===== src/rtl/regwalk_pkg.sv =====
package regwalk_pkg;

   typedef enum logic [1:0] {
      OP_IDLE   = 2'd0,
      OP_READ   = 2'd1,
      OP_WRITE  = 2'd2,
      OP_SETPTR = 2'd3
   } bus_op_e;

   typedef enum logic [3:0] {
      S_IDLE,
      S_LOAD,
      S_SV_RD,
      S_SV_CK,
      S_P_WR,
      S_P_RD,
      S_P_CK,
      S_RST,
      S_ENT,
      S_RO_RD,
      S_RO_CK,
      S_A_PTR,
      S_A_WR,
      S_A_PTR2,
      S_A_RD,
      S_A_CK
   } state_e;

endpackage


===== src/rtl/regwalk_desc_sel.sv =====
module regwalk_desc_sel #(
   parameter int AW    = 16,
   parameter int DW    = 32,
   parameter int NDESC = 4,
   parameter int SPW   = 8,
   parameter int IW    = 3,
   parameter logic [NDESC-1:0][AW-1:0]  D_ADDR = '0,
   parameter logic [NDESC-1:0][DW-1:0]  D_MASK = '0,
   parameter logic [NDESC-1:0][DW-1:0]  D_EXP  = '0,
   parameter logic [NDESC-1:0][SPW-1:0] D_SPAN = '0,
   parameter logic [NDESC-1:0]          D_RO   = '0,
   parameter logic [NDESC-1:0]          D_AUTO = '0
) (
   input  logic [IW-1:0]  idx,
   output logic [AW-1:0]  addr,
   output logic [DW-1:0]  mask,
   output logic [DW-1:0]  expv,
   output logic [SPW-1:0] span,
   output logic           ro,
   output logic           autoinc
);

   always_comb begin
      addr    = '0;
      mask    = '0;
      expv    = '0;
      span    = '0;
      ro      = 1'b0;
      autoinc = 1'b0;
      for (int i = 0; i < NDESC; i++) begin
         if (idx == IW'(i)) begin
            addr    = D_ADDR[i];
            mask    = D_MASK[i];
            expv    = D_EXP[i];
            span    = D_SPAN[i];
            ro      = D_RO[i];
            autoinc = D_AUTO[i];
         end
      end
   end

endmodule


===== src/rtl/regwalk_patgen.sv =====
module regwalk_patgen #(
   parameter int DW = 32,
   parameter int PW = 6
) (
   input  logic [DW-1:0] mask,
   input  logic [PW-1:0] idx,
   output logic [DW-1:0] pat,
   output logic [PW-1:0] nxt,
   output logic          last
);

   logic found;

   always_comb begin
      if (idx == '0)
         pat = '0;
      else if (idx == PW'(1))
         pat = '1;
      else
         pat = {{(DW-1){1'b0}}, 1'b1} << (idx - PW'(2));
   end

   // smallest legal index above idx: 0 and 1 always legal, k>=2 only if mask bit k-2 set
   always_comb begin
      nxt   = '0;
      found = 1'b0;
      for (int j = DW + 1; j >= 1; j--) begin
         if ((PW'(j) > idx) && ((j < 2) ? 1'b1 : mask[(j >= 2) ? (j - 2) : 0])) begin
            nxt   = PW'(j);
            found = 1'b1;
         end
      end
      last = !found;
   end

endmodule


===== src/rtl/regwalk_cmp.sv =====
module regwalk_cmp #(
   parameter int DW = 32
) (
   input  logic [DW-1:0] rdata,
   input  logic [DW-1:0] expv,
   input  logic [DW-1:0] mask,
   output logic [DW-1:0] act_m,
   output logic          mism
);

   assign act_m = rdata & mask;
   assign mism  = |((rdata ^ expv) & mask);

endmodule


===== src/rtl/regwalk_engine.sv =====
module regwalk_engine #(
   parameter int AW    = 16,
   parameter int DW    = 32,
   parameter int NDESC = 4,
   parameter int SPW   = 8,
   parameter logic [NDESC-1:0][AW-1:0]  D_ADDR = '0,
   parameter logic [NDESC-1:0][DW-1:0]  D_MASK = '0,
   parameter logic [NDESC-1:0][DW-1:0]  D_EXP  = '0,
   parameter logic [NDESC-1:0][SPW-1:0] D_SPAN = '0,
   parameter logic [NDESC-1:0]          D_RO   = '0,
   parameter logic [NDESC-1:0]          D_AUTO = '0,
   localparam int CW = $clog2(NDESC + 1)
) (
   input  logic          clk,
   input  logic          rst_n,
   input  logic          start,
   input  logic [CW-1:0] desc_count,
   output logic          busy,
   output logic          done,
   output logic          fail,
   output logic [AW-1:0] fail_addr,
   output logic [DW-1:0] fail_exp,
   output logic [DW-1:0] fail_act,
   output logic [1:0]    bus_op,
   output logic          bus_auto,
   output logic [AW-1:0] bus_addr,
   output logic [DW-1:0] bus_wdata,
   input  logic [DW-1:0] bus_rdata
);
   import regwalk_pkg::*;

   localparam int PW = $clog2(DW + 2);

   generate
      if (AW < 2)     $error("regwalk_engine: AW must be at least 2");
      if (DW < 2)     $error("regwalk_engine: DW must be at least 2");
      if (NDESC < 1)  $error("regwalk_engine: NDESC must be at least 1");
      if (SPW < 1)    $error("regwalk_engine: SPW must be at least 1");
      if (SPW > AW)   $error("regwalk_engine: span cannot exceed address space");
   endgenerate

   state_e          st;
   logic [CW-1:0]   dix, lim_q, lim_in;
   logic [SPW-1:0]  ent, cnt;
   logic [PW-1:0]   pix;
   logic [DW-1:0]   saved;

   logic [AW-1:0]   d_addr;
   logic [DW-1:0]   d_mask, d_exp;
   logic [SPW-1:0]  d_span;
   logic            cur_ro, d_auto;

   logic [DW-1:0]   pat, pat_m, cmp_exp, act_m;
   logic [PW-1:0]   pnxt;
   logic            plast, mism, chk_st;
   logic [AW-1:0]   cur_addr, auto_addr, cmp_addr;
   bus_op_e         op;

   regwalk_desc_sel #(
      .AW(AW), .DW(DW), .NDESC(NDESC), .SPW(SPW), .IW(CW),
      .D_ADDR(D_ADDR), .D_MASK(D_MASK), .D_EXP(D_EXP),
      .D_SPAN(D_SPAN), .D_RO(D_RO), .D_AUTO(D_AUTO)
   ) u_desc (
      .idx(dix), .addr(d_addr), .mask(d_mask), .expv(d_exp),
      .span(d_span), .ro(cur_ro), .autoinc(d_auto)
   );

   regwalk_patgen #(.DW(DW), .PW(PW)) u_pat (
      .mask(d_mask), .idx(pix), .pat(pat), .nxt(pnxt), .last(plast)
   );

   assign pat_m     = pat & d_mask;
   assign cur_addr  = d_addr + AW'(ent);
   assign auto_addr = d_addr + AW'(cnt);
   assign cmp_exp   = (st == S_RO_CK) ? (d_exp & d_mask) : pat_m;
   assign cmp_addr  = (st == S_A_CK) ? auto_addr : cur_addr;
   assign chk_st    = (st == S_P_CK) || (st == S_RO_CK) || (st == S_A_CK);
   assign lim_in    = (desc_count > CW'(NDESC)) ? CW'(NDESC) : desc_count;

   regwalk_cmp #(.DW(DW)) u_cmp (
      .rdata(bus_rdata), .expv(cmp_exp), .mask(d_mask),
      .act_m(act_m), .mism(mism)
   );

   // bus command decode from the controller state
   always_comb begin
      op        = OP_IDLE;
      bus_auto  = 1'b0;
      bus_addr  = '0;
      bus_wdata = '0;
      case (st)
         S_SV_RD, S_P_RD, S_RO_RD: begin
            op       = OP_READ;
            bus_addr = cur_addr;
         end
         S_P_WR: begin
            op        = OP_WRITE;
            bus_addr  = cur_addr;
            bus_wdata = pat_m | (saved & ~d_mask);
         end
         S_RST: begin
            op        = OP_WRITE;
            bus_addr  = cur_addr;
            bus_wdata = saved;
         end
         S_A_PTR, S_A_PTR2: begin
            op       = OP_SETPTR;
            bus_addr = d_addr;
         end
         S_A_WR: begin
            op        = OP_WRITE;
            bus_auto  = 1'b1;
            bus_wdata = pat_m;
         end
         S_A_RD: begin
            op       = OP_READ;
            bus_auto = 1'b1;
         end
         default: ;
      endcase
   end

   assign bus_op = op;

   always_ff @(posedge clk or negedge rst_n) begin
      if (!rst_n) begin
         st        <= S_IDLE;
         dix       <= '0;
         lim_q     <= '0;
         ent       <= '0;
         cnt       <= '0;
         pix       <= '0;
         saved     <= '0;
         busy      <= 1'b0;
         done      <= 1'b0;
         fail      <= 1'b0;
         fail_addr <= '0;
         fail_exp  <= '0;
         fail_act  <= '0;
      end else if (chk_st && mism) begin
         st        <= S_IDLE;
         busy      <= 1'b0;
         done      <= 1'b1;
         fail      <= 1'b1;
         fail_addr <= cmp_addr;
         fail_exp  <= cmp_exp;
         fail_act  <= act_m;
      end else begin
         case (st)
            S_IDLE: begin
               if (start) begin
                  done      <= 1'b0;
                  fail      <= 1'b0;
                  fail_addr <= '0;
                  fail_exp  <= '0;
                  fail_act  <= '0;
                  dix       <= '0;
                  lim_q     <= lim_in;
                  if (lim_in == '0) begin
                     done <= 1'b1;
                  end else begin
                     busy <= 1'b1;
                     st   <= S_LOAD;
                  end
               end
            end
            S_LOAD: begin
               ent <= '0;
               cnt <= '0;
               pix <= '0;
               if (cur_ro)      st <= S_RO_RD;
               else if (d_auto) st <= S_A_PTR;
               else             st <= S_SV_RD;
            end
            S_SV_RD: st <= S_SV_CK;
            S_SV_CK: begin
               saved <= bus_rdata;
               pix   <= '0;
               st    <= S_P_WR;
            end
            S_P_WR:  st <= S_P_RD;
            S_P_RD:  st <= S_P_CK;
            S_P_CK: begin
               if (plast) begin
                  st <= S_RST;
               end else begin
                  pix <= pnxt;
                  st  <= S_P_WR;
               end
            end
            S_RST:   st <= S_ENT;
            S_ENT: begin
               if (ent == d_span) begin
                  if (dix == lim_q - CW'(1)) begin
                     busy <= 1'b0;
                     done <= 1'b1;
                     st   <= S_IDLE;
                  end else begin
                     dix <= dix + CW'(1);
                     st  <= S_LOAD;
                  end
               end else begin
                  ent <= ent + SPW'(1);
                  st  <= cur_ro ? S_RO_RD : S_SV_RD;
               end
            end
            S_RO_RD: st <= S_RO_CK;
            S_RO_CK: st <= S_ENT;
            S_A_PTR: begin
               cnt <= '0;
               st  <= S_A_WR;
            end
            S_A_WR: begin
               if (cnt == d_span) begin
                  cnt <= '0;
                  st  <= S_A_PTR2;
               end else begin
                  cnt <= cnt + SPW'(1);
               end
            end
            S_A_PTR2: st <= S_A_RD;
            S_A_RD:   st <= S_A_CK;
            S_A_CK: begin
               if (cnt == d_span) begin
                  if (plast) begin
                     ent <= d_span;
                     st  <= S_ENT;
                  end else begin
                     pix <= pnxt;
                     st  <= S_A_PTR;
                  end
               end else begin
                  cnt <= cnt + SPW'(1);
                  st  <= S_A_RD;
               end
            end
            default: st <= S_IDLE;
         endcase
      end
   end

endmodule


===== config.mk =====
export PLATFORM = sky130hd
export DESIGN_NAME = regwalk_engine
export DESIGN_NICKNAME = d
export VERILOG_FILES = /design/src/rtl/regwalk_pkg.sv /design/src/rtl/regwalk_desc_sel.sv /design/src/rtl/regwalk_patgen.sv /design/src/rtl/regwalk_cmp.sv /design/src/rtl/regwalk_engine.sv
export SDC_FILE = /design/constraint.sdc
export NUM_CORES = 1
export LEC_CHECK = 0
export BUFFER_PORTS_ARGS = -buffer_cell sky130_fd_sc_hd__buf_2
export CORE_ASPECT_RATIO = 1.4
export CORE_MARGIN = 4
export CORE_UTILIZATION = 43
export DETAILED_ROUTE_END_ITERATION = 10
export PLACE_DENSITY = 0.74
export SLEW_MARGIN = 20
export SYNTH_ARGS = -nofsm -noshare
export SYNTH_HDL_FRONTEND = slang
export SYNTH_HIERARCHICAL = 1
export SYNTH_SLANG_ARGS = --single-unit

===== constraint.sdc =====
create_clock -name clk -period 4.4 [get_ports clk]
set_clock_uncertainty 0.15 [all_clocks]
set_input_delay 0.22 -clock clk [delete_from_list [all_inputs] [get_ports clk]]
set_output_delay 0.22 -clock clk [all_outputs]
set_load 0.02 [all_outputs]

==> flow_summary_export.csv <==
group,metric,value,unit
route,drtIter0Drc,1127,
route,via_count,11466,
min_path,hold_path.class,"input pin to flip-flop",
logic_synthesis,synthCells,1442,
route,dr.pass1.iters,5,
critical_path,start_kind,"flip-flop",
placement,postPlaceCellArea,12500,µm²
floorplan,core,26900,µm²
cells_and_area,finalNetCount,1654,
pwr,ir_drop,282,µV
clocking,cts_buffer_depth,2,
grt,antenna_found_initial,1,
logic_synthesis,synth_area_leaders,"dfrtp_1 31%, nand2_1 6.7%, buf_4 6.1%",
clocking,cts_tree,"yes",
route,avgRoutedWirePerCell,20.8,µm
cells_and_area,final_cell_area,13400,µm²
cells_and_area,regArea,3680,µm²
timing,worstMarginPinSlew,3.28,ns
placement,place_congestion,0.965,
timing,fin_crit_sh,79.0,%
pwr,power.density,522,nW/µm²
critical_path,cp-end-kind,"primary output",
cells_and_area,mostFrequentLayoutCell,"nand2_1",
clocking,clkSinkCount,147,
logic_synthesis,synth_edf_count,0,
timing,drv_slew,180,
clocking,htree_levels,4,
logic_synthesis,synth_compound_area_share,25.9,%
route,drcViolationCount,0,
logic_synthesis,async_flop_share,100,%
logic_synthesis,ys_warn_count,6,
logic_synthesis,synthSimpleGateAreaFrac,21.3,%
status,violations,"max-slew violations",
critical_path,worstSetupPathType,"flip-flop to primary output",
timing,max_freq,288,MHz
placement,dpl.hpwl,29800,µm
logic_synthesis,synth_ff_type,"dfrtp_1",
logic_synthesis,synth_fa_ha_area_share,2.79,%
floorplan,io_pins,172,
logic_synthesis,synthDominantCellAreaShare,31.3,%
cells_and_area,multi_input_area,7280,µm²
logic_synthesis,synth_xor_area_share,5.27,%
clocking,cts_inserted_buffers,17,
route,ant_nets,0,
placement,portBuffers,163,
critical_path,path_max_fanout,33,
clocking,clk-insertion-delay-late,0.44,ns
timing,setup_viol,0,
logic_synthesis,syn-cell-area,11800,µm²
floorplan,die_area,30100,µm²
logic_synthesis,synthMuxAreaShare,3.58,%
critical_path,required,4.03,ns
floorplan,placementRows,71,
timing,layout_min_cycle_time,3.48,ns
job,drv_cap,0,
grt,grt_pass1_wl,63600,µm
cells_and_area,most-common-layout-cells,"210 x nand2_1, 162 x buf_2, 147 x dfrtp_1",
floorplan,start_util,43.7,%
grt,grt_usage,26.8,%
logic_synthesis,syn_area_per_cell,8.16,µm²
logic_synthesis,yosysSeqAreaShare,31.3,%
route,routed_wl,40900,µm
status,status,"finished, violations left",
cells_and_area,fillers,2584,
logic_synthesis,synth_top_family_by_area,"compound AO/OA/AOI/OAI gates",
clocking,path_clk_slew,0.06,ns
grt,grt.overflow.total,0,
cells_and_area,final_util,49.9,%
floorplan,die_x,148,µm
logic_synthesis,synth_cell_types,77,
timing,fin_setup_tns,0,ns
clocking,root_buffer,"clkbuf_16",
grt,grt_start_max_net_pins,97,
logic_synthesis,ys_seq_elements,147,
timing,hold_violations,0,
timing,hold_ws,0.127,ns
timing,rsz0062_at_grt,"false",
pwr,p_leak,0.00663,µW
clocking,cts_setup_buffers,0,
cells_and_area,drive_above_1_share,17.0,%
timing,max-slew-margin-rel,-119,%
critical_path,cp.arrival,3.11,ns
logic_synthesis,synth_top_area_cell,"dfrtp_1",
grt,grt_pass1_vias,11287,
floorplan,die_h,204,µm
cells_and_area,syn_to_final_growth,14.2,%
route,vias_per_cell,5.82,
critical path, stage by stage, from the launching register on:
cell,delay [ns]
dfrtp_1,0.62
nor2_1,0.50
and2_1,0.20
buf_4,0.37
nand2b_1,0.09
buf_4,0.24
o21ai_0,0.20
a32o_1,0.22
buf_2,0.19
Yosys cell counts, types with 5 or more instances:
cell type	number
buf_2	17
a21boi_0	37
o22ai_1	5
or2_2	7
a31oi_1	15
o21ai_0	129
a22o_1	5
clkbuf_1	59
nor2b_1	14
a211oi_1	9
inv_1	27
o31a_1	5
a21oi_1	49
nor2_1	49
buf_1	8
a22oi_1	23
a21o_1	44
ha_1	23
nand2b_1	13
nand2_1	210
o211ai_1	11
a32o_1	34
nor3_1	18
o21a_1	6
mux2i_1	5
buf_4	95
nand4_1	16
xnor2_1	14
and3_1	43
or4_1	5
nand3_1	75
a221oi_1	6
o31ai_1	11
mux2_2	33
dfrtp_1	147
nor4_1	6
xor2_1	54
and2_1	39
through the flow:
| step | total power, µW | setup slack, ns | cells |
|---|---|---|---|
| 2_1_floorplan | 4490 | 1.26 | 1531 |
| 3_3_place_gp | 5320 | 1.15 | 1901 |
| 3_5_place_dp | 5380 | 1.11 | 1901 |
| 4_1_cts | 6860 | 0.974 | 1969 |
| 5_1_grt | 7450 | 0.606 | 1970 |
| 6_report | 7010 | 0.925 | 1970 |
per-layer routing:
metal | vias up | GRT usage [%] | wire length (µm)
li1 | 5340 | - | -
met1 | 5510 | 30.7 | 15600
met2 | 488 | 47.7 | 20900
met3 | 128 | 4.11 | 2210
met4 | 0 | 14.6 | 2280
met5 | - | 0 | 0
state kept, by name, summed over array words and instances (netlist names):
signal,flops
fail_act,32
fail_exp,32
saved,32
fail_addr,16
cnt,8
ent,8
pix,6
st,4
dix,3
lim_q,3
busy,1
done,1
fail,1
where the power goes:
part	total, µW	switching (µW)	internal (µW)
combinational	3430	2240	1190
clock	1430	625	807
sequential	2150	348	1810
cells by family after synthesis:
| group | after synthesis |
|---|---|
| buffers and inverters | 207 |
| other | 1 |
| AO/OA/AOI/OAI | 440 |
| flip-flops | 147 |
| AND/OR/NAND/NOR | 515 |
| XOR/XNOR | 69 |
| adder cells (fa/ha/maj) | 25 |
| multiplexers | 38 |
layout make-up:
| class | instances | share of cell area, % |
|---|---|---|
| inverter | 27 | 0.755 |
| timing repair buffer | 221 | 10.0 |
| antenna | 1 | 0.0186 |
| tap | 365 | 3.40 |
| sequential | 147 | 27.4 |
| clock inverter | 12 | 0.792 |
| clock buffer | 20 | 3.40 |
| multi-input combinational | 1177 | 54.2 |
repair_timing:
item                       4_1_cts  5_1_grt
resized for setup                0        0
hold buffers                    36        0
setup endpoints to repair        0        0
hold endpoints to repair       119        0
path summary, 6_finish.rpt:
path / from / to / slack [ns] / depth (start not counted)
setup / recovery: st[0]$_DFFE_PN0P_ / bus_wdata[11] / 0.92 / 8
hold / removal: start / done$_DFFE_PN0P_ / 0.13 / 4
setup reg to reg: pix[5]$_DFFE_PN0P_ / ent[7]$_DFFE_PN0P_ / 0.98 / 12
hold reg to reg: fail$_DFFE_PN0P_ / fail$_DFFE_PN0P_ / 0.33 / 1
max in group asynchronous: rst_n / fail_act[12]$_DFFE_PN0P_ / 2.85 / 3
min in group asynchronous: rst_n / fail_act[23]$_DFFE_PN0P_ / 0.27 / 2
(Power assumes the default switching activity.)
